==> src/rtl/txf_pkg.sv <==
package txf_pkg;

   typedef enum logic [2:0] {
      S_IDLE,
      S_PRE,
      S_SFD,
      S_DATA,
      S_FCS,
      S_DRAIN
   } txf_state_e;

   // One byte of the reflected CRC-32 (poly 0xEDB88320), LSB of the byte first
   function automatic logic [31:0] crc32_step(input logic [31:0] c, input logic [7:0] d);
      logic [31:0] r;
      r = c ^ {24'd0, d};
      for (int i = 0; i < 8; i++) begin
         r = r[0] ? ((r >> 1) ^ 32'hEDB8_8320) : (r >> 1);
      end
      return r;
   endfunction

endpackage

==> src/rtl/txf_start_ctl.sv <==
module txf_start_ctl #(
   parameter int LVL_W     = 8,
   parameter bit THRESH_EN = 1'b1
) (
   input  logic             start_ok,
   input  logic             fifo_empty,
   input  logic             frame_ready,
   input  logic [LVL_W-1:0] fifo_level,
   input  logic [LVL_W-1:0] thresh,
   output logic             go
);

   logic enough;

   generate
      if (THRESH_EN) begin : g_thresh
         assign enough = frame_ready || (fifo_level >= thresh);
      end else begin : g_whole
         logic unused_lvl;
         assign unused_lvl = ^{fifo_level, thresh};
         assign enough = frame_ready;
      end
   endgenerate

   assign go = start_ok && !fifo_empty && enough;

endmodule

==> src/rtl/txf_crc32.sv <==
module txf_crc32 #(
   parameter bit GEN_FCS = 1'b1
) (
   input  logic        clk,
   input  logic        rst_n,
   input  logic        clear,
   input  logic        step,
   input  logic [7:0]  din,
   output logic [31:0] fcs
);
   import txf_pkg::*;

   generate
      if (GEN_FCS) begin : g_crc
         logic [31:0] crc_q;
         always_ff @(posedge clk) begin
            if (!rst_n || clear) begin
               crc_q <= 32'hFFFF_FFFF;
            end else if (step) begin
               crc_q <= crc32_step(crc_q, din);
            end
         end
         assign fcs = ~crc_q;
      end else begin : g_nocrc
         logic unused_in;
         assign unused_in = ^{clk, rst_n, clear, step, din};
         assign fcs = 32'd0;
      end
   endgenerate

endmodule

==> src/rtl/eth_tx_framer.sv <==
module eth_tx_framer #(
   parameter int         LVL_W     = 8,
   parameter int         PRE_LEN   = 7,
   parameter logic [7:0] PRE_BYTE  = 8'h55,
   parameter logic [7:0] SFD_BYTE  = 8'hD5,
   parameter bit         THRESH_EN = 1'b1,
   parameter bit         GEN_FCS   = 1'b1
) (
   input  logic             clk,
   input  logic             rst_n,
   input  logic             start_ok,
   input  logic [LVL_W-1:0] thresh,
   input  logic [7:0]       fifo_data,
   input  logic             fifo_last,
   input  logic             fifo_empty,
   input  logic [LVL_W-1:0] fifo_level,
   input  logic             frame_ready,
   output logic             fifo_pop,
   input  logic             crc_pad_flag,
   input  logic             crc_app_flag,
   input  logic             abort_req,
   output logic [7:0]       txd,
   output logic             tx_en,
   output logic             done,
   output logic             aborted
);
   import txf_pkg::*;

   localparam int PRE_CW = $clog2(PRE_LEN + 1);
   localparam int CNT_W  = (PRE_CW > 3) ? PRE_CW : 3;
   localparam int FCS_N  = 4;

   if (PRE_LEN < 1) begin : g_bad_pre
      $error("PRE_LEN must be at least 1");
   end
   if (LVL_W < 1) begin : g_bad_lvl
      $error("LVL_W must be at least 1");
   end

   txf_state_e       st;
   logic [CNT_W-1:0] cnt;
   logic             fcs_q;
   logic             last_q;
   logic             go;
   logic             want_data;
   logic             take;
   logic             underflow;
   logic             in_frame;
   logic [31:0]      fcs;
   logic [7:0]       fcs_byte;

   txf_start_ctl #(.LVL_W(LVL_W), .THRESH_EN(THRESH_EN)) u_start (
      .start_ok    (start_ok),
      .fifo_empty  (fifo_empty),
      .frame_ready (frame_ready),
      .fifo_level  (fifo_level),
      .thresh      (thresh),
      .go          (go)
   );

   // a payload byte is due at the next edge
   assign want_data = (st == S_SFD) || ((st == S_DATA) && !last_q);
   assign in_frame  = (st != S_IDLE) && (st != S_DRAIN);
   assign take      = want_data && !abort_req && !fifo_empty;
   assign underflow = want_data && !abort_req && fifo_empty;
   assign fifo_pop  = take || ((st == S_DRAIN) && !fifo_empty);

   txf_crc32 #(.GEN_FCS(GEN_FCS)) u_crc (
      .clk   (clk),
      .rst_n (rst_n),
      .clear ((st == S_IDLE) && go),
      .step  (take),
      .din   (fifo_data),
      .fcs   (fcs)
   );

   assign fcs_byte = fcs[{cnt[1:0], 3'b000} +: 8];

   always_ff @(posedge clk) begin
      if (!rst_n) begin
         st      <= S_IDLE;
         cnt     <= '0;
         fcs_q   <= 1'b0;
         last_q  <= 1'b0;
         txd     <= 8'd0;
         tx_en   <= 1'b0;
         done    <= 1'b0;
         aborted <= 1'b0;
      end else begin
         done    <= 1'b0;
         aborted <= 1'b0;
         if (in_frame && (abort_req || underflow)) begin
            tx_en   <= 1'b0;
            txd     <= 8'd0;
            aborted <= 1'b1;
            st      <= last_q ? S_IDLE : S_DRAIN;
         end else begin
            case (st)
               S_IDLE: begin
                  if (go) begin
                     st     <= S_PRE;
                     tx_en  <= 1'b1;
                     txd    <= PRE_BYTE;
                     cnt    <= CNT_W'(1);
                     fcs_q  <= GEN_FCS && (crc_pad_flag || crc_app_flag);
                     last_q <= 1'b0;
                  end
               end
               S_PRE: begin
                  if (cnt == CNT_W'(PRE_LEN)) begin
                     txd <= SFD_BYTE;
                     st  <= S_SFD;
                  end else begin
                     txd <= PRE_BYTE;
                     cnt <= cnt + CNT_W'(1);
                  end
               end
               S_SFD, S_DATA: begin
                  if (take) begin
                     txd    <= fifo_data;
                     last_q <= fifo_last;
                     st     <= S_DATA;
                  end else if (fcs_q) begin
                     txd <= fcs[7:0];
                     cnt <= CNT_W'(1);
                     st  <= S_FCS;
                  end else begin
                     txd   <= 8'd0;
                     tx_en <= 1'b0;
                     done  <= 1'b1;
                     st    <= S_IDLE;
                  end
               end
               S_FCS: begin
                  if (cnt == CNT_W'(FCS_N)) begin
                     txd   <= 8'd0;
                     tx_en <= 1'b0;
                     done  <= 1'b1;
                     st    <= S_IDLE;
                  end else begin
                     txd <= fcs_byte;
                     cnt <= cnt + CNT_W'(1);
                  end
               end
               S_DRAIN: begin
                  if (!fifo_empty && fifo_last) begin
                     st <= S_IDLE;
                  end
               end
               default: st <= S_IDLE;
            endcase
         end
      end
   end

endmodule

==> config.mk <==
export PLATFORM = sky130hd
export DESIGN_NAME = eth_tx_framer
export DESIGN_NICKNAME = d
export VERILOG_FILES = /design/src/rtl/txf_pkg.sv /design/src/rtl/txf_start_ctl.sv /design/src/rtl/txf_crc32.sv /design/src/rtl/eth_tx_framer.sv
export SDC_FILE = /design/constraint.sdc
export NUM_CORES = 1
export LEC_CHECK = 0
export BUFFER_PORTS_ARGS = -buffer_cell sky130_fd_sc_hd__buf_2
export CAP_MARGIN = 20
export CORE_MARGIN = 1.5
export CORE_UTILIZATION = 35
export DETAILED_ROUTE_END_ITERATION = 16
export PLACE_DENSITY = 0.56
export RECOVER_POWER = 50
export SYNTH_ARGS = -nofsm -noshare
export SYNTH_HDL_FRONTEND = slang
export SYNTH_HIERARCHICAL = 1
export SYNTH_SLANG_ARGS = --single-unit
==> constraint.sdc <==
create_clock -name clk -period 2.6 [get_ports clk]
set_input_delay 0.13 -clock clk [delete_from_list [all_inputs] [get_ports clk]]
set_output_delay 0.13 -clock clk [all_outputs]
set_load 0.05 [all_outputs]
### Word level (Yosys, flattened, before mapping)

Cells that the tools add are included.

| storage, ports and cells | value |
|---|---|
| output and inout bits | 12 |
| register bits | 51 |
| logic and storage cells | 119 |

| operators by class | value |
|---|---|
| order comparisons | 1 |
| reduce and logical (&&, ||, !) cells | 34 |
| $add $sub $neg | 1 |
| bitwise logic cells | 12 |
| shift-type cells | 1 |
| equal/unequal tests | 20 |
| muxes and demuxes | 41 |

Operator list:

| kind | count |
|---|---|
| 32-bit two-way mux | 8 |
| 13-bit NOT with 14-bit output | 8 |
| 8-bit two-way mux | 5 |
| 3-bit two-way mux | 12 |
| 32-bit NOT | 1 |
| 8-bit one-hot mux with 4 select lines | 1 |
| 32-bit by 6-bit indexed part select with 8-bit output | 1 |
| 32-bit by 8-bit XOR with 32-bit output | 1 |
| 2-bit != test, second input constant | 8 |
| 3-bit one-hot mux with 5 select lines | 1 |
| 3-bit == test, second input constant | 4 |
| 3-bit one-hot mux with 4 select lines | 1 |
| 1-bit logical AND | 11 |
| 1-bit two-way mux | 10 |
| 3-bit != test, second input constant | 3 |
| 8-bit greater-or-equal comparator | 1 |
| 4-bit AND reduction | 2 |
| 7-bit AND reduction | 1 |
| 3-bit by 2-bit == test with 1-bit output, second input constant | 2 |
| 1-bit logical OR | 6 |
| 3-bit nonzero test | 2 |
| 5-bit AND reduction | 1 |
| 1-bit logical NOT | 4 |
| 1-bit one-hot mux with 2 select lines | 2 |
| 12 further kinds | 14 |

### Logic depth before layout (Yosys ltp)

Gate-level depths: netlist of the first run.

| depth | value |
|---|---|
| depth after elaboration | 17 |
| depth in mapped cells | 13 |
| gate-level depth less buffers | 11 |

### Modules after synthesis

Netlist of the first run, hierarchy kept.

By module, submodules not included:

| module | seq. area each (um2) | instances | cells an instance | area each (um2) |
|---|---|---|---|---|
| txf_crc32 | 640.6 | 1 | 215 | 1985.7 |
| eth_tx_framer | 380.4 | 1 | 171 | 1521.5 |
| txf_start_ctl | 0.0 | 1 | 28 | 212.7 |

### Least setup slack after synthesis of the first run

No wires, ideal clock.

| timing path | value |
|---|---|
| path kind | input-to-reg |
| start point | in thresh[7] |
| end point | reg u_crc.g_crc.crc_q[11] |
| stages on the path | 11 |
| buffers on the path | 1 |
| library setup time | 0.139 ns |
| slack | 0.338 ns |
| arrival | 2.123 ns |
| path through | inv_1 ha_1 and4_1 a2111oi_2 o2bb2ai_1 nor2b_1 nand2_1 inv_1 nor2b_1 clkbuf_1 o211ai_1 |

| on the way | value |
|---|---|
| cells in the longest elaborated chain, start to end | 5 |

RTL lines:

| item | line | RTL |
|---|---|---|
| from (decl) | eth_tx_framer.sv:12 | `input logic [LVL_W-1:0] thresh,` |
| 8-bit greater-or-equal comparator | txf_start_ctl.sv:17 | `assign enough = frame_ready \|\| (fifo_level >= thresh);` |
| 1-bit logical OR | txf_start_ctl.sv:17 |  |
| 1-bit logical AND | txf_start_ctl.sv:25 | `assign go = start_ok && !fifo_empty && enough;` |
| named net go | eth_tx_framer.sv:44 | `logic go;` |
| 1-bit logical AND | eth_tx_framer.sv:71 | `.clear ((st == S_IDLE) && go),` |
| 1-bit logical OR | txf_crc32.sv:17 | `if (!rst_n \|\| clear) begin` |
| to (signal assigned) | txf_crc32.sv:20 | `crc_q <= crc32_step(crc_q, din);` |
| to (decl) | txf_crc32.sv:15 | `logic [31:0] crc_q;` |

The timed path passes the listed nets, and every way through them passes these cells.
A chain may end at the register's enable or synchronous reset.

### Worst setup path in the final report of the first run

| timing path | value |
|---|---|
| start point | reg st[0] |
| end point | reg u_crc.g_crc.crc_q[24] |

| on the way | value |
|---|---|
| cells in the longest elaborated chain, start to end | 5 |
| elaborated cells on any way between the ends | 9 |

RTL lines:

| item | line | RTL |
|---|---|---|
| from (decl) | eth_tx_framer.sv:40 | `txf_state_e st;` |
| from (signal assigned) | eth_tx_framer.sv:96 | `st <= last_q ? S_IDLE : S_DRAIN;` |
| 3-bit by 2-bit == test with 1-bit output | eth_tx_framer.sv:62 | `assign want_data = (st == S_SFD) \|\| ((st == S_DATA) && !last_q);` |
| 1-bit logical AND | eth_tx_framer.sv:62 |  |
| 1-bit logical OR * | eth_tx_framer.sv:62 |  |
| 1-bit logical AND * (2 in series) | eth_tx_framer.sv:64 | `assign take = want_data && !abort_req && !fifo_empty;` |
| named net take | eth_tx_framer.sv:46 | `logic take;` |

The timed path passes the listed nets; every way through them passes the cells marked *.

==> results.py, run 1 <==
metrics = {
    "placement": {
        "port_buffers": 44,
        "dp_cells": 587,
        "gp_congestion": 0.8397,
        "dp_hpwl_mm": 6.807,
    },
    "power_and_ir_drop": {
        "power.total_uw": 2632,
        "p_int_uw": 1552,
        "peakVddDrop_uv": 249.7,
        "netSwitchingPower_uw": 1080,
        "p_comb_frac": 0.472,
        "cellLeakagePower_uw": 0.001819,
        "seq_power_share": 0.358,
        "pwr-share-clk": 0.170,
        "powerDensity_mw_per_mm2": 635.1,
        "swShare": 0.4105,
    },
    "worst_setup_path": {
        "worstPathArrival_ps": 2410,
        "path_depth": 8,
        "crit_required_ps": 2790,
        "start_kind": "register",
        "path_buf_inv": 4,
        "crit_path_end_kind": "register",
        "crit_fanout": 19,
        "critical_path.max_stage_delay_ps": 570,
        "reg2reg_slack_ps": 380,
        "r2r-start": "st[0]",
        "critPathTopFamily": "compound AO/OA/AOI/OAI gates",
        "crit_slowest_cell": "a211oi_2",
        "crit_type": "register to register",
        "crit_chain": "a211oi_2 > nand2_2 > clkinv_1 > clkinv_1 > buf_4 > nor2_1 > buf_4 > a21oi_1",
        "critPathLaunch": "st[0]",
        "timing.rr.end": "u_crc/g_crc.crc_q[24]",
        "ff2ff_path_depth": 8,
    },
    "grt": {
        "groute.layer.met1.usage": 0.2077,
        "antenna_found_initial": 0,
        "gr-total-overflow": 0,
        "grt_use_met3": 0.02269,
        "grt_pass1_vias": 2942,
        "grtUsageMet2": 0.2917,
        "grt.busiest_layer": "met2",
        "globalRouteTotalUtil": 0.1626,
        "grt_pass1_wl_mm": 14.56,
        "grt_max_degree": 24,
    },
    "clock_tree": {
        "clk_latency_ps": 300,
        "cts_tree": "done",
        "cts_buffers": 5,
        "clockBufferDepth": 2,
        "path_clk_slew_ps": 90,
        "cts_root_buf": "clkbuf_8",
        "ctsResizeCount": 0,
        "cts.sinks": 51,
        "postCtsSetupBuffers": 0,
        "htreeDepth": 2,
        "ctsHoldBuffers": 0,
    },
    "logic_synthesis": {
        "syn_nets": 458,
        "synth_area_per_cell_um2": 8.985,
        "ys_types": 71,
        "ys_seq_area_frac": 0.2745,
        "syn-instance-count": 414,
        "synthesis.area_mm2": 0.003720,
        "synth_edf_count": 0,
        "async_flop_share": 0,
        "synth_seq_cells": 51,
        "ys_warn_count": 6,
        "synthFlopType": "dfxtp_1",
    },
    "detailed_routing": {
        "antenna_left": 0,
        "vias": 2976,
        "wirelength_mm": 8.768,
        "routed_via_density": 5.002,
        "drt_iter0_drc": 115,
        "routedWlPerCell_um": 14.74,
        "dr.pass1.iters": 4,
        "route.detailed.drc": 0,
    },
    "die": {
        "fp.dieH_um": 106.1,
        "rows": 37,
        "die_area_mm2": 0.01126,
        "core_mm2": 0.01032,
        "start_util": 0.3603,
        "fp.dieW_um": 106.1,
        "pin_count": 45,
    },
    "sta": {
        "maxSlewViolCount": 0,
        "finalHoldViolations": 0,
        "relSlewSlack": 0.5739,
        "fin_tns_setup_ps": 0,
        "period_share": 0.8545,
        "fin_skew_ps": 3.135,
        "worstMarginPinSlew_ps": 636.0,
        "holdWs_ps": 74.17,
        "min_period_ps": 2222,
        "timing.fmax_mhz": 450.1,
        "setup_viol": 0,
        "rsz0062_at_grt": "false",
    },
    "hold_path": {
        "min-delay-path-class": "input pin to register",
        "whs_endpoint": "last_q",
        "hold_path_depth": 3,
        "min_from": "fifo_last",
    },
    "outcome": {
        "status": "completed",
    },
    "finish": {
        "final_nets": 502,
        "area_growth_pct": 11.40,
        "instances_no_fill": 595,
        "antennaDiodeCount": 0,
        "n_fill_cell": 1054,
        "layout-drive-gt1-share": 0.1939,
    },
    "run": {
        "maxCapViolCount": 0,
    },
}
tightest hold or removal path: cells and delay by family:
family,cells,cell delay (ps)
AND/OR/NAND/NOR,1,50
AO/OA/AOI/OAI,1,50
buffers and inverters,1,100
cells by family (layout without fill, tap and decap cells):
| group | count (synthesis) | in the layout | synth area share |
|---|---|---|---|
| fa+ha+maj | 11 | 11 | 0.03700 |
| simple gates | 101 | 101 | 0.1312 |
| compound gates | 98 | 98 | 0.2038 |
| mux | 8 | 8 | 0.04844 |
| flops | 51 | 51 | 0.2745 |
| buf+inv | 75 | 120 | 0.08644 |
| xor+xnor | 70 | 70 | 0.2186 |
power groups by stage:
stage / logic, µW / registers [µW] / clock network, µW
after floorplan: 953 / 1020 / 0
after global placement: 1270 / 961 / 0
after detailed placement: 1280 / 960 / 0
after CTS: 1290 / 942 / 463
after global routing: 1360 / 952 / 495
final: 1240 / 941 / 447
state kept, by name, indices dropped and copies added (netlist names):
| signal | count |
|---|---|
| u_crc/g_crc.crc_q | 32 |
| txd | 8 |
| cnt | 3 |
| st | 3 |
| aborted | 1 |
| done | 1 |
| fcs_q | 1 |
| last_q | 1 |
| tx_en | 1 |
through the flow:
step | area [µm²] | util | setup slack, ps
final | 4144 | 0.4014 | 378.3
after global routing | 4144 | 0.4014 | 213.7
after CTS | 4182 | 0.4050 | 511.7
after detailed placement | 4100 | 0.3972 | 190.6
after global placement | 4100 | 0.3972 | 223.7
after floorplan | 3720 | - | 337.5
per-layer routing:
layer  vias to the layer above  share of wire
met2                        36           0.49
met4                         0         0.0089
met3                         8          0.026
met1                      1419           0.47
met5                         -              0
li1                       1513              -
worst max path at each step:
| stage | endpoint | slack, ps |
|---|---|---|
| finish | u_crc/g_crc.crc_q[24] | 380 |
| global route | u_crc/g_crc.crc_q[24] | 210 |
| CTS | u_crc/g_crc.crc_q[27] | 510 |
| detailed placement | u_crc/g_crc.crc_q[27] | 190 |
| global placement | u_crc/g_crc.crc_q[26] | 220 |
| floorplan | u_crc/g_crc.crc_q[11] | 340 |
cell usage after synthesis, drive strengths merged, types with 5 or more instances:
cell | n | area share
xnor2 | 57 | 0.16
dfxtp | 51 | 0.27
inv | 51 | 0.051
nand2 | 39 | 0.040
a21oi | 20 | 0.027
nor2 | 19 | 0.019
o21ai | 17 | 0.024
buf | 13 | 0.024
o211ai | 12 | 0.026
ha | 11 | 0.037
nor3 | 11 | 0.015
xor2 | 10 | 0.038
clkbuf | 9 | 0.0091
mux4 | 8 | 0.048
a31oi | 7 | 0.012
a311oi | 6 | 0.021
and3 | 6 | 0.010
nor2b | 6 | 0.010
a22oi | 5 | 0.010
area by class of cell:
| type | count | area [µm²] | share of cell area |
|---|---|---|---|
| flip-flops and latches | 51 | 1021 | 0.2464 |
| repair buffers | 59 | 319.1 | 0.07699 |
| clock buffers | 7 | 76.32 | 0.01842 |
| clock inverters | 1 | 5.005 | 0.001208 |
| well taps | 136 | 170.2 | 0.04106 |
| multi-input cells | 288 | 2354 | 0.5679 |
| inverters | 53 | 198.9 | 0.04801 |
cells in the final DEF (no fill, tap or decap), types with 13 or more instances in the layout:
master	Yosys	routed
buf_2	5	33
nand2_1	38	38
buf_4	3	15
dfxtp_1	51	51
nor2_1	19	19
clkbuf_1	9	13
a21oi_1	20	20
xnor2_1	46	46
inv_1	51	51
(Power assumes the default switching activity.)
==> run 2, diff against run 1 <==
==> constraint.sdc (replaced) <==
create_clock -name clk -period 2.6 [get_ports clk]
set_input_delay 0.39 -clock clk [delete_from_list [all_inputs] [get_ports clk]]
set_output_delay 0.39 -clock clk [all_outputs]
set_load 0.05 [all_outputs]
==> run 2 against run 1 <==
Clock-buffer cell count shrank 1; critical path type is now register to primary output; wire length up 2.2%; critical path depth fell by 3; die area unchanged; clock skew grew 2.2 ps; power is 2.7% higher; sequential share of layout area shrank 0.41 points; highest routed layer unchanged; register-to-register slack improved by 180 ps; largest cell class unchanged; core utilization increased by 0.68 points.
==> results.py, run 2 (synthesis gave the netlist of run 1 again) <==
metrics = {
    "worst_setup_path": {
        "r2r-start": "st[0]",
        "timing.rr.end": "cnt[2]",
        "worstPathArrival_ps": 1980,
        "crit_path_end_kind": "primary output",
        "critPathLaunch": "st[0]",
        "crit_required_ps": 2210,
        "start_kind": "register",
        "ff2ff_path_depth": 4,
        "cp-endpoint": "fifo_pop",
        "crit_type": "register to primary output",
        "reg2reg_slack_ps": 560,
        "crit_fanout": 17,
    },
    "power_and_ir_drop": {
        "powerDensity_mw_per_mm2": 641.2,
        "cellLeakagePower_uw": 0.001847,
        "peakVddDrop_uv": 336.5,
    },
    "run": {
        "maxCapViolCount": 0,
    },
    "grt": {
        "grt_max_degree": 46,
        "grt_pass1_wl_mm": 15.14,
        "gr-total-overflow": 0,
        "grt_pass1_vias": 2996,
        "antenna_found_initial": 0,
        "globalRouteTotalUtil": 0.1699,
    },
    "sta": {
        "rsz0062_at_grt": "false",
        "setup_viol": 0,
        "worstMarginPinSlew_ps": 647.4,
        "timing.fmax_mhz": 421.8,
        "fin_tns_setup_ps": 0,
        "maxSlewViolCount": 0,
        "finalHoldViolations": 0,
        "min_period_ps": 2371,
        "relSlewSlack": 0.5678,
        "fin_ws_ps": 229.4,
        "period_share": 0.9118,
        "fin_skew_ps": 5.306,
    },
    "finish": {
        "layout_common_cells": "inv_1 (51), dfxtp_1 (51), xnor2_1 (46)",
        "largest_register_ff_count": 32,
        "final_nets": 509,
        "largest_register": "u_crc/g_crc.crc_q",
        "layout-drive-gt1-share": 0.2022,
        "antennaDiodeCount": 0,
        "design_area_mm2": 0.004214,
        "area_growth_pct": 13.29,
        "reg.largest.list": "u_crc/g_crc.crc_q: 32 flops, txd: 8 flops",
    },
    "detailed_routing": {
        "wirelength_mm": 8.961,
        "drt_iter0_drc": 139,
        "routed_via_density": 4.917,
        "vias": 2955,
        "antenna_left": 0,
        "routedWlPerCell_um": 14.91,
        "route.detailed.drc": 0,
        "dr.pass1.iters": 4,
    },
    "placement": {
        "gp_congestion": 0.7906,
        "pre_cts_ws_ps": 29.28,
        "postPlaceCellArea_mm2": 0.004165,
        "port_buffers": 44,
        "dp_hpwl_mm": 6.927,
    },
    "outcome": {
        "status": "completed",
    },
    "clock_tree": {
        "ctsResizeCount": 0,
        "cts_buffers": 5,
        "cts_tree": "done",
        "htreeDepth": 2,
        "cts.sinks": 51,
        "cts_root_buf": "clkbuf_8",
        "clk_latency_ps": 310,
        "postCtsSetupBuffers": 0,
        "ctsHoldBuffers": 0,
        "path_clk_slew_ps": 100,
        "clockBufferDepth": 2,
    },
    "die": {
        "start_util": 0.3603,
        "fp.dieW_um": 106.1,
        "core_mm2": 0.01032,
        "fp.dieH_um": 106.1,
        "rows": 37,
        "die_area_mm2": 0.01126,
        "pin_count": 45,
    },
    "hold_path": {
        "min-delay-path-class": "input pin to register",
    },
}
run 2: cell types whose count changed in the layout (fill, tap and decap cells not counted), sizes merged:
| cell | change |
|---|---|
| buf | +3 |
| clkbuf | +3 |
run 2: cell type report:
| class | count | area (µm²) |
|---|---|---|
| Sequential cell | 51 | 1021 |
| Fill cell | 1074 | 6110 |
| Clock inverter | 1 | 5.005 |
| Clock buffer | 6 | 82.58 |
| Timing Repair Buffer | 66 | 369.1 |
| Inverter | 53 | 198.9 |
| Multi-Input combinational cell | 288 | 2367 |
| Tap cell | 136 | 170.2 |
run 2: power breakdown:
part / leakage [µW] / switching (µW) / internal (µW)
clock: 0.0000470 / 277 / 210
combinational: 0.00139 / 767 / 525
sequential: 0.000414 / 72.6 / 850
run 2: worst min path at each step:
stage,startpoint,to,slack [ps],cells past startpoint
final,fifo_last,last_q,320,3
after global routing,fifo_last,last_q,340,3
after CTS,fifo_last,last_q,310,3
after detailed placement,cnt[1],cnt[1],460,2
after global placement,cnt[1],cnt[1],450,2
after floorplan,u_crc/g_crc.crc_q[10],u_crc/g_crc.crc_q[10],440,2
run 2: critical path, cell delays in order, from the launching register on:
cell      delay (ps)
dfxtp_1          530
a211oi_4         490
nand2_2          100
buf_4            180
o21ai_0           80
buf_2            290
run 2: layer usage:
metal  GRT usage  vias up  wire [µm]
li1            -     1518          -
met3     0.02575        7        347
met5           0        -          0
met1      0.2171     1378       4124
met4     0.05405        0         90
met2      0.2936       52       4398
run 2: stage by stage:
step	hold WS [ps]	total power, µW	utilization	instances
2_1_floorplan	444.2	1971	-	414
3_3_place_gp	454.9	2267	0.4035	594
3_5_place_dp	460.6	2281	0.4035	594
4_1_cts	313.9	2765	0.4120	601
5_1_grt	336.9	2871	0.4082	601
6_report	318.6	2702	0.4082	601
